[src/rtl/fsq_pkg.sv]
package fsq_pkg;

  typedef enum logic [3:0] {
    S_IDLE,
    S_UNL1,
    S_UNL2,
    S_PGM_ARM,
    S_ERS_ARM,
    S_BUSY_PGM,
    S_BUSY_SERS,
    S_BUSY_BERS,
    S_SUSP,
    S_FAIL
  } fsq_state_e;

  localparam logic [7:0] CODE_KEY1   = 8'hAA;
  localparam logic [7:0] CODE_KEY2   = 8'h55;
  localparam logic [7:0] CODE_PGM    = 8'hA0;
  localparam logic [7:0] CODE_ERS    = 8'h80;
  localparam logic [7:0] CODE_SECT   = 8'h30;
  localparam logic [7:0] CODE_ALL    = 8'h10;
  localparam logic [7:0] CODE_PAUSE  = 8'hB0;
  localparam logic [7:0] CODE_RESUME = 8'h30;

  localparam logic [11:0] ADR_KEY1 = 12'h555;
  localparam logic [11:0] ADR_KEY2 = 12'hAAA;

endpackage

[src/rtl/fsq_timer.sv]
module fsq_timer #(
  parameter int CNT_W = 8
) (
  input  logic             clk,
  input  logic             rst,
  input  logic             load,
  input  logic [CNT_W-1:0] load_val,
  input  logic             run,
  output logic [CNT_W-1:0] cnt,
  output logic             last
);

  logic [CNT_W-1:0] cnt_q;

  always_ff @(posedge clk) begin
    if (rst) begin
      cnt_q <= '0;
    end else if (load) begin
      cnt_q <= load_val;
    end else if (run && cnt_q != '0) begin
      cnt_q <= cnt_q - 1'b1;
    end
  end

  assign cnt  = cnt_q;
  assign last = run && (cnt_q == CNT_W'(1));

endmodule

[src/rtl/fsq_array.sv]
module fsq_array #(
  parameter int NUM_SECT   = 4,
  parameter int SECT_BYTES = 8,
  parameter int SECT_W     = 2,
  parameter int OFS_W      = 3
) (
  input  logic                clk,
  input  logic                rst,
  input  logic                pgm_en,
  input  logic [SECT_W-1:0]   pgm_sect,
  input  logic [OFS_W-1:0]    pgm_ofs,
  input  logic [7:0]          pgm_data,
  input  logic                ers_en,
  input  logic [NUM_SECT-1:0] ers_mask,
  input  logic [SECT_W-1:0]   rd_sect,
  input  logic [OFS_W-1:0]    rd_ofs,
  output logic [7:0]          rd_data,
  output logic [7:0]          pgm_old
);

  logic [NUM_SECT-1:0][7:0] rd_bank;
  logic [NUM_SECT-1:0][7:0] old_bank;

  for (genvar s = 0; s < NUM_SECT; s++) begin : g_sect
    logic [7:0] cell_q [SECT_BYTES];

    always_ff @(posedge clk) begin
      if (rst || (ers_en && ers_mask[s])) begin
        for (int b = 0; b < SECT_BYTES; b++) begin
          cell_q[b] <= 8'hFF;
        end
      end else if (pgm_en && pgm_sect == SECT_W'(s)) begin
        cell_q[pgm_ofs] <= cell_q[pgm_ofs] & pgm_data;
      end
    end

    assign rd_bank[s]  = cell_q[rd_ofs];
    assign old_bank[s] = cell_q[pgm_ofs];
  end

  assign rd_data = rd_bank[rd_sect];
  assign pgm_old = old_bank[pgm_sect];

endmodule

[src/rtl/fsq_status.sv]
module fsq_status (
  input  logic       clk,
  input  logic       rst,
  input  logic       clear,
  input  logic       stat_rd,
  input  logic       poll_bit,
  input  logic       err_bit,
  output logic [7:0] stat_byte
);

  logic tgl_q;

  always_ff @(posedge clk) begin
    if (rst || clear) begin
      tgl_q <= 1'b0;
    end else if (stat_rd) begin
      tgl_q <= ~tgl_q;
    end
  end

  assign stat_byte = {poll_bit, tgl_q, err_bit, 5'b0};

endmodule

[src/rtl/flash_cmd_seq.sv]
module flash_cmd_seq
  import fsq_pkg::*;
#(
  parameter int NUM_SECT    = 4,
  parameter int SECT_BYTES  = 8,
  parameter int ADDR_W      = 12,
  parameter int PGM_CYCLES  = 40,
  parameter int SERS_CYCLES = 200,
  parameter int BERS_CYCLES = 400
) (
  input  logic                clk,
  input  logic                rst,
  input  logic                bus_valid,
  output logic                bus_ready,
  input  logic                bus_write,
  input  logic [ADDR_W-1:0]   bus_addr,
  input  logic [NUM_SECT-1:0] bus_sel,
  input  logic [7:0]          bus_wdata,
  output logic                rsp_valid,
  output logic [7:0]          rsp_data,
  input  logic [NUM_SECT-1:0] sect_prot
);

  localparam int SECT_W  = (NUM_SECT > 1) ? $clog2(NUM_SECT) : 1;
  localparam int OFS_W   = (SECT_BYTES > 1) ? $clog2(SECT_BYTES) : 1;
  localparam int MAX_A   = (PGM_CYCLES > SERS_CYCLES) ? PGM_CYCLES : SERS_CYCLES;
  localparam int MAX_CYC = (MAX_A > BERS_CYCLES) ? MAX_A : BERS_CYCLES;
  localparam int CNT_W   = $clog2(MAX_CYC + 1);

  // bus decode
  logic              wr_acc, rd_acc;
  logic              at_key1, at_key2;
  logic              sel_any;
  logic [SECT_W-1:0] sel_idx;
  logic [OFS_W-1:0]  ofs;

  assign bus_ready = 1'b1;
  assign wr_acc    = bus_valid && bus_write;
  assign rd_acc    = bus_valid && !bus_write;
  assign at_key1   = (bus_addr[11:0] == ADR_KEY1);
  assign at_key2   = (bus_addr[11:0] == ADR_KEY2);
  assign sel_any   = |bus_sel;
  assign ofs       = bus_addr[OFS_W-1:0];

  always_comb begin
    sel_idx = '0;
    for (int i = NUM_SECT - 1; i >= 0; i--) begin
      if (bus_sel[i]) sel_idx = SECT_W'(i);
    end
  end

  // sequencer state
  fsq_state_e        st_q, st_d;
  logic [SECT_W-1:0] tgt_sect_q;
  logic [OFS_W-1:0]  tgt_ofs_q;
  logic [7:0]        tgt_data_q;
  logic              cap_pgm, cap_sect, cap_all;

  // timer
  logic             t_load, t_run, t_last;
  logic [CNT_W-1:0] t_val, t_cnt;

  // array
  logic                a_pgm_en, a_ers_en;
  logic [NUM_SECT-1:0] a_ers_mask;
  logic [7:0]          a_rd_data, a_pgm_old;

  // status
  logic       is_busy, stat_vis, s_rd;
  logic [7:0] s_byte;
  logic [7:0] rd_value;
  logic       rsp_valid_q;
  logic [7:0] rsp_data_q;

  assign is_busy  = (st_q == S_BUSY_PGM) || (st_q == S_BUSY_SERS) || (st_q == S_BUSY_BERS);
  assign stat_vis = is_busy || (st_q == S_FAIL);
  assign t_run    = is_busy;
  assign s_rd     = rd_acc && stat_vis;

  always_comb begin
    st_d       = st_q;
    cap_pgm    = 1'b0;
    cap_sect   = 1'b0;
    cap_all    = 1'b0;
    t_load     = 1'b0;
    t_val      = '0;
    a_pgm_en   = 1'b0;
    a_ers_en   = 1'b0;
    a_ers_mask = '0;
    unique case (st_q)
      S_IDLE: begin
        if (wr_acc && bus_wdata == CODE_KEY1 && at_key1 && sel_any) st_d = S_UNL1;
      end
      S_UNL1: begin
        if (wr_acc) st_d = (bus_wdata == CODE_KEY2 && at_key2) ? S_UNL2 : S_IDLE;
      end
      S_UNL2: begin
        if (wr_acc) begin
          if (bus_wdata == CODE_PGM && at_key1)      st_d = S_PGM_ARM;
          else if (bus_wdata == CODE_ERS && at_key1) st_d = S_ERS_ARM;
          else                                       st_d = S_IDLE;
        end
      end
      S_PGM_ARM: begin
        if (wr_acc) begin
          if (sel_any && !sect_prot[sel_idx]) begin
            st_d    = S_BUSY_PGM;
            cap_pgm = 1'b1;
            t_load  = 1'b1;
            t_val   = CNT_W'(PGM_CYCLES);
          end else begin
            st_d = S_IDLE;
          end
        end
      end
      S_ERS_ARM: begin
        if (wr_acc) begin
          if (bus_wdata == CODE_SECT && sel_any && !sect_prot[sel_idx]) begin
            st_d     = S_BUSY_SERS;
            cap_sect = 1'b1;
            t_load   = 1'b1;
            t_val    = CNT_W'(SERS_CYCLES);
          end else if (bus_wdata == CODE_ALL && at_key1) begin
            st_d    = S_BUSY_BERS;
            cap_all = 1'b1;
            t_load  = 1'b1;
            t_val   = CNT_W'(BERS_CYCLES);
          end else begin
            st_d = S_IDLE;
          end
        end
      end
      S_BUSY_PGM: begin
        if (t_last) begin
          a_pgm_en = 1'b1;
          st_d     = (|(tgt_data_q & ~a_pgm_old)) ? S_FAIL : S_IDLE;
        end
      end
      S_BUSY_SERS: begin
        if (t_last) begin
          a_ers_en   = 1'b1;
          a_ers_mask = NUM_SECT'(1) << tgt_sect_q;
          st_d       = S_IDLE;
        end else if (wr_acc && bus_wdata == CODE_PAUSE) begin
          st_d = S_SUSP;
        end
      end
      S_BUSY_BERS: begin
        if (t_last) begin
          a_ers_en   = 1'b1;
          a_ers_mask = ~sect_prot;
          st_d       = S_IDLE;
        end
      end
      S_SUSP: begin
        if (wr_acc && bus_wdata == CODE_RESUME && sel_any) st_d = S_BUSY_SERS;
      end
      S_FAIL: st_d = S_FAIL;
      default: st_d = S_IDLE;
    endcase
  end

  always_ff @(posedge clk) begin
    if (rst) begin
      st_q       <= S_IDLE;
      tgt_sect_q <= '0;
      tgt_ofs_q  <= '0;
      tgt_data_q <= 8'hFF;
    end else begin
      st_q <= st_d;
      if (cap_pgm) begin
        tgt_sect_q <= sel_idx;
        tgt_ofs_q  <= ofs;
        tgt_data_q <= bus_wdata;
      end else if (cap_sect) begin
        tgt_sect_q <= sel_idx;
        tgt_data_q <= 8'hFF;
      end else if (cap_all) begin
        tgt_data_q <= 8'hFF;
      end
    end
  end

  fsq_timer #(.CNT_W(CNT_W)) u_timer (
    .clk      (clk),
    .rst      (rst),
    .load     (t_load),
    .load_val (t_val),
    .run      (t_run),
    .cnt      (t_cnt),
    .last     (t_last)
  );

  fsq_array #(
    .NUM_SECT   (NUM_SECT),
    .SECT_BYTES (SECT_BYTES),
    .SECT_W     (SECT_W),
    .OFS_W      (OFS_W)
  ) u_array (
    .clk      (clk),
    .rst      (rst),
    .pgm_en   (a_pgm_en),
    .pgm_sect (tgt_sect_q),
    .pgm_ofs  (tgt_ofs_q),
    .pgm_data (tgt_data_q),
    .ers_en   (a_ers_en),
    .ers_mask (a_ers_mask),
    .rd_sect  (sel_idx),
    .rd_ofs   (ofs),
    .rd_data  (a_rd_data),
    .pgm_old  (a_pgm_old)
  );

  fsq_status u_status (
    .clk       (clk),
    .rst       (rst),
    .clear     (cap_pgm || cap_sect || cap_all),
    .stat_rd   (s_rd),
    .poll_bit  (~tgt_data_q[7]),
    .err_bit   (st_q == S_FAIL),
    .stat_byte (s_byte)
  );

  always_comb begin
    if (stat_vis)                                    rd_value = s_byte;
    else if (!sel_any)                               rd_value = 8'hFF;
    else if (st_q == S_SUSP && sel_idx == tgt_sect_q) rd_value = 8'h00;
    else                                             rd_value = a_rd_data;
  end

  always_ff @(posedge clk) begin
    if (rst) begin
      rsp_valid_q <= 1'b0;
      rsp_data_q  <= 8'h00;
    end else begin
      rsp_valid_q <= rd_acc;
      if (rd_acc) rsp_data_q <= rd_value;
    end
  end

  assign rsp_valid = rsp_valid_q;
  assign rsp_data  = rsp_data_q;

endmodule

[config.mk]
export PLATFORM = sky130hd
export DESIGN_NAME = flash_cmd_seq
export DESIGN_NICKNAME = d
export VERILOG_FILES = /design/src/rtl/fsq_pkg.sv /design/src/rtl/fsq_timer.sv /design/src/rtl/fsq_array.sv /design/src/rtl/fsq_status.sv /design/src/rtl/flash_cmd_seq.sv
export SDC_FILE = /design/constraint.sdc
export NUM_CORES = 1
export LEC_CHECK = 0
export BUFFER_PORTS_ARGS = -buffer_cell sky130_fd_sc_hd__buf_2
export CAP_MARGIN = 20
export CORE_MARGIN = 2
export CORE_UTILIZATION = 30
export CTS_BUF_LIST = sky130_fd_sc_hd__clkbuf_8
export CTS_CLUSTER_SIZE = 12
export DETAILED_ROUTE_END_ITERATION = 8
export GPL_TIMING_DRIVEN = 1
export PLACE_DENSITY_LB_ADDON = 0.12
export SKIP_LAST_GASP = 1
export SLEW_MARGIN = 5
export SYNTH_ARGS = -nofsm -noshare
export SYNTH_HDL_FRONTEND = slang
export SYNTH_SLANG_ARGS = --single-unit
[constraint.sdc]
create_clock -name clk -period 3.6 [get_ports clk]
set_input_delay 1.08 -clock clk [delete_from_list [all_inputs] [get_ports clk]]
set_output_delay 1.08 -clock clk [all_outputs]
set_load 0.01 [all_outputs]
==> results.yml <==
hold_path:
  hold_class: "flip-flop to flip-flop"
  min_from: "rsp_data[3]$_SDFFE_PP0P_"
  holdPathEnd: "rsp_data[3]$_SDFFE_PP0P_"
  hold_depth: 2
timing:
  slew_headroom_pct: 40.24
  finalMaxSlewViolations: 0
  hold_viol_final: 0
  period_share_pct: 87.81
  setup_ws_ns: 0.4389
  clock_skew_ns: 0.01948
  rsz0062_at_grt: "false"
  finalCriticalPeriod_ns: 3.161
  fin_tns_setup_ns: 0
  timing.fmax_mhz: 316.3
  setup_violations: 0
  worst_pin_slew_ns: 0.8946
job:
  drv_cap: 0
power_and_ir_drop:
  power.switching_mw: 1.941
  p_int_mw: 5.643
  p_clk_share_pct: 40.9
  p_seq_share_pct: 50.1
  power_frac_comb_pct: 8.9
  switching_share_pct: 25.60
  p_leak_nw: 5.275
  power.density_nw_per_um2: 405.6
  ir_drop_mv: 0.2271
floorplanning:
  die_area_um2: 55120
  num_rows: 84
  coreArea_um2: 52660
  die_w_um: 234.8
  die_y_um: 234.8
  initial_core_util_pct: 30.34
  ios: 42
logic_synthesis:
  syn_inst: 1284
  synth_cell_types: 70
  synth-async-reset-ratio_pct: 0
  yosysMostFrequentCell: "nand2_1"
  synth-edff-count: 256
  ys_seq_elements: 295
  yosysTopAreaCell: "edfxtp_1"
  synth_warnings: 0
  synth_area_um2: 15980
  synth_nets: 1319
  synth_top_area_share_pct: 48.12
  synth_area_per_cell_um2: 12.44
  ys.flop_type: "edfxtp_1"
  synth_area_leaders: "edfxtp_1 48%, mux4_2 15%, nand2_1 7.6%"
  ys_seq_area_share_pct: 53.00
  synthTopCellsByCount: "323 x nand2_1, 256 x edfxtp_1, 105 x mux4_2"
critical_path:
  slowest_delay_ns: 0.62
  crit_slowest_cell: "nor4_1"
  r2r-end: "u_array.g_sect[1].cell_q[5][5]$_SDFFCE_PN1P_"
  cp_data_required_time_ns: 3.93
  crit_family: "simple AND/OR/NAND/NOR gates"
  r2r_setup_slack_ns: 0.44
  crit_chain: "nor4_1, nand3_1, nor4b_2, buf_4, nand3_1, o21ai_0, buf_4"
  worst_setup_path_start_kind: "flip-flop"
  reg2reg_depth: 7
  worstSetupPathType: "flip-flop to flip-flop"
  cp-end-kind: "flip-flop"
  critPathMaxFanout: 16
  cp_num_buf_inv: 2
  critPathArrivalTime_ns: 3.49
  worstReg2RegStart: "u_timer.cnt[5]$_SDFFE_PP0P_"
place:
  hpwl_um: 41730
  post-place-ws_ns: 0.1456
  gp_congestion: 0.8645
  port_buffers: 40
  placed_cells: 2064
grt:
  grt_first_pass_wirelength_um: 84440
  antenna_found_initial: 1
  overflow: 0
  grt_pass1_vias: 11760
  grt_usage_pct: 20.90
  grt_max_degree: 56
routing:
  vias: 11730
  wl_per_cell_um: 26.91
  vias_per_cell: 5.442
  drt_first_pass_iters: 5
  drc: 0
  drt-total-wl_um: 58020
  antenna_left: 0
  drtIter0Drc: 872
status:
  status: "finished, final reports clean"
clocking:
  cts_tree: "built"
  cts_setup_buffers: 0
  clockRootBuffer: "clkbuf_8"
  numCtsBuffers: 51
  insertion_delay_ns: 0.64
  clk_pin_slew_ns: 0.06
  cts_hold_buf: 0
  ctsResizeCount: 0
  cts_max_path_buffers: 3
  clkSinkCount: 295
  htreeDepth: 2
finish:
  nNetsFinal: 1464
  fin_cells: 2156
  drive_gt1_share_pct: 25.84
  syn_to_final_growth_pct: 17.05
  nFillCells: 5132
==> cells by family (layout without fill, tap and decap cells) <==
family,count (synthesis),count (layout),share of synthesized area (%)
muxes,198,198,22.33
other,1,2,0.02347
DFF,295,295,53.00
buffers and inverters,91,274,3.007
xor gates and xnor gates,5,5,0.2742
adders and majority gates,3,3,0.2350
and+or+nand+nor,537,537,14.80
AOI/OAI and AO/OA,154,154,6.328
==> cells in the final DEF, fill, tap and decap left out, types with 5 or more instances in the layout <==
cell,synthesis,final
a21oi_1,22,22
a221oi_1,7,7
a31oi_1,5,5
buf_12,5,8
buf_2,18,38
buf_4,3,126
clkbuf_8,0,53
clkinv_1,0,12
clkinv_2,0,7
dfxtp_1,39,36
edfxtp_1,256,256
inv_1,11,24
mux2_1,16,16
mux2_2,19,19
mux2i_1,44,44
mux4_1,14,14
mux4_2,105,105
nand2_1,323,323
nand2b_1,10,10
nand3_1,18,18
nand3b_1,6,6
nand4_1,12,12
nor2_1,84,84
nor2b_1,13,13
nor3_1,20,20
nor4_1,7,7
o211a_1,5,5
o21ai_0,41,41
o21ai_1,10,9
o21bai_1,11,11
o22ai_1,13,13
o31ai_1,5,5
or2_2,8,8
or3_1,6,6
==> registers in the layout, indices dropped and copies added (netlist names), named ones only <==
| name | count |
|---|---|
| tgt_ofs_q | 3 |
| u_status.tgl_q | 1 |
| rsp_valid | 1 |
| u_array.g_sect.cell_q | 256 |
| tgt_sect_q | 2 |
| rsp_data | 8 |
| u_timer.cnt | 9 |
| tgt_data_q | 8 |
| st_q | 4 |
==> metrics by stage <==
stage | power, mW | hold slack [ns] | cell area (um^2) | util (%)
finish | 7.584 | 0.4987 | 18700 | 35.51
global route | 7.859 | 0.5223 | 18700 | 35.51
CTS | 7.663 | 0.4946 | 18700 | 35.51
detailed placement | 4.541 | 0.4881 | 17700 | 33.62
global placement | 4.543 | 0.4919 | 17700 | 33.62
floorplan | 4.256 | 0.4762 | 15980 | -
==> worst min-delay path, stage by stage, from the launching register on <==
cell and delay, ns:
dfxtp_1 0.32, nand2_1 0.07, a21oi_1 0.05
==> metal layers <==
metal,share of wire [%],track usage [%],vias to the layer above
met5,0,0,-
met4,3.5,7.403,0
met3,4.9,3.513,93
met2,47,33.65,388
met1,45,28.47,6049
li1,-,-,5202
==> how the worst max path moves through the flow <==
| stage | start | endpoint | slack [ns] | depth (start not counted) |
|---|---|---|---|---|
| 4_1_cts | u_timer.cnt[5]$_SDFFE_PP0P_ | u_array.g_sect[1].cell_q[5][5]$_SDFFCE_PN1P_ | 0.43 | 7 |
| 3_5_place_dp | bus_addr[0] | st_q[2]$_SDFFE_PP0P_ | 0.15 | 8 |
| 3_3_place_gp | bus_addr[0] | rsp_data[3]$_SDFFE_PP0P_ | 0.16 | 8 |
| 5_1_grt | u_timer.cnt[5]$_SDFFE_PP0P_ | u_array.g_sect[1].cell_q[0][2]$_SDFFCE_PN1P_ | 0.27 | 7 |
| 6_report | u_timer.cnt[5]$_SDFFE_PP0P_ | u_array.g_sect[1].cell_q[5][5]$_SDFFCE_PN1P_ | 0.44 | 7 |
| 2_1_floorplan | bus_addr[0] | rsp_data[4]$_SDFFE_PP0P_ | 0.35 | 8 |
==> power groups by stage <==
stage	Clock, mW	Combinational [mW]	Sequential, mW
final	3.10	0.677	3.80
after floorplan	0	0.428	3.83
after global routing	3.33	0.725	3.81
after global placement	0	0.669	3.87
after detailed placement	0	0.669	3.87
after CTS	3.19	0.672	3.80
==> layout make-up <==
| type | count | area [um^2] | area share, % |
|---|---|---|---|
| clock buffer | 53 | 729.5 | 3.901 |
| sequential | 295 | 8474 | 45.32 |
| timing repair buffer | 172 | 1296 | 6.932 |
| multi-input combinational | 898 | 7032 | 37.60 |
| clock inverter | 38 | 264.0 | 1.412 |
| inverter | 11 | 41.29 | 0.2208 |
| tap | 688 | 860.8 | 4.603 |
| antenna | 1 | 2.502 | 0.01338 |
Note: power is estimated with default switching activity, not from simulation.
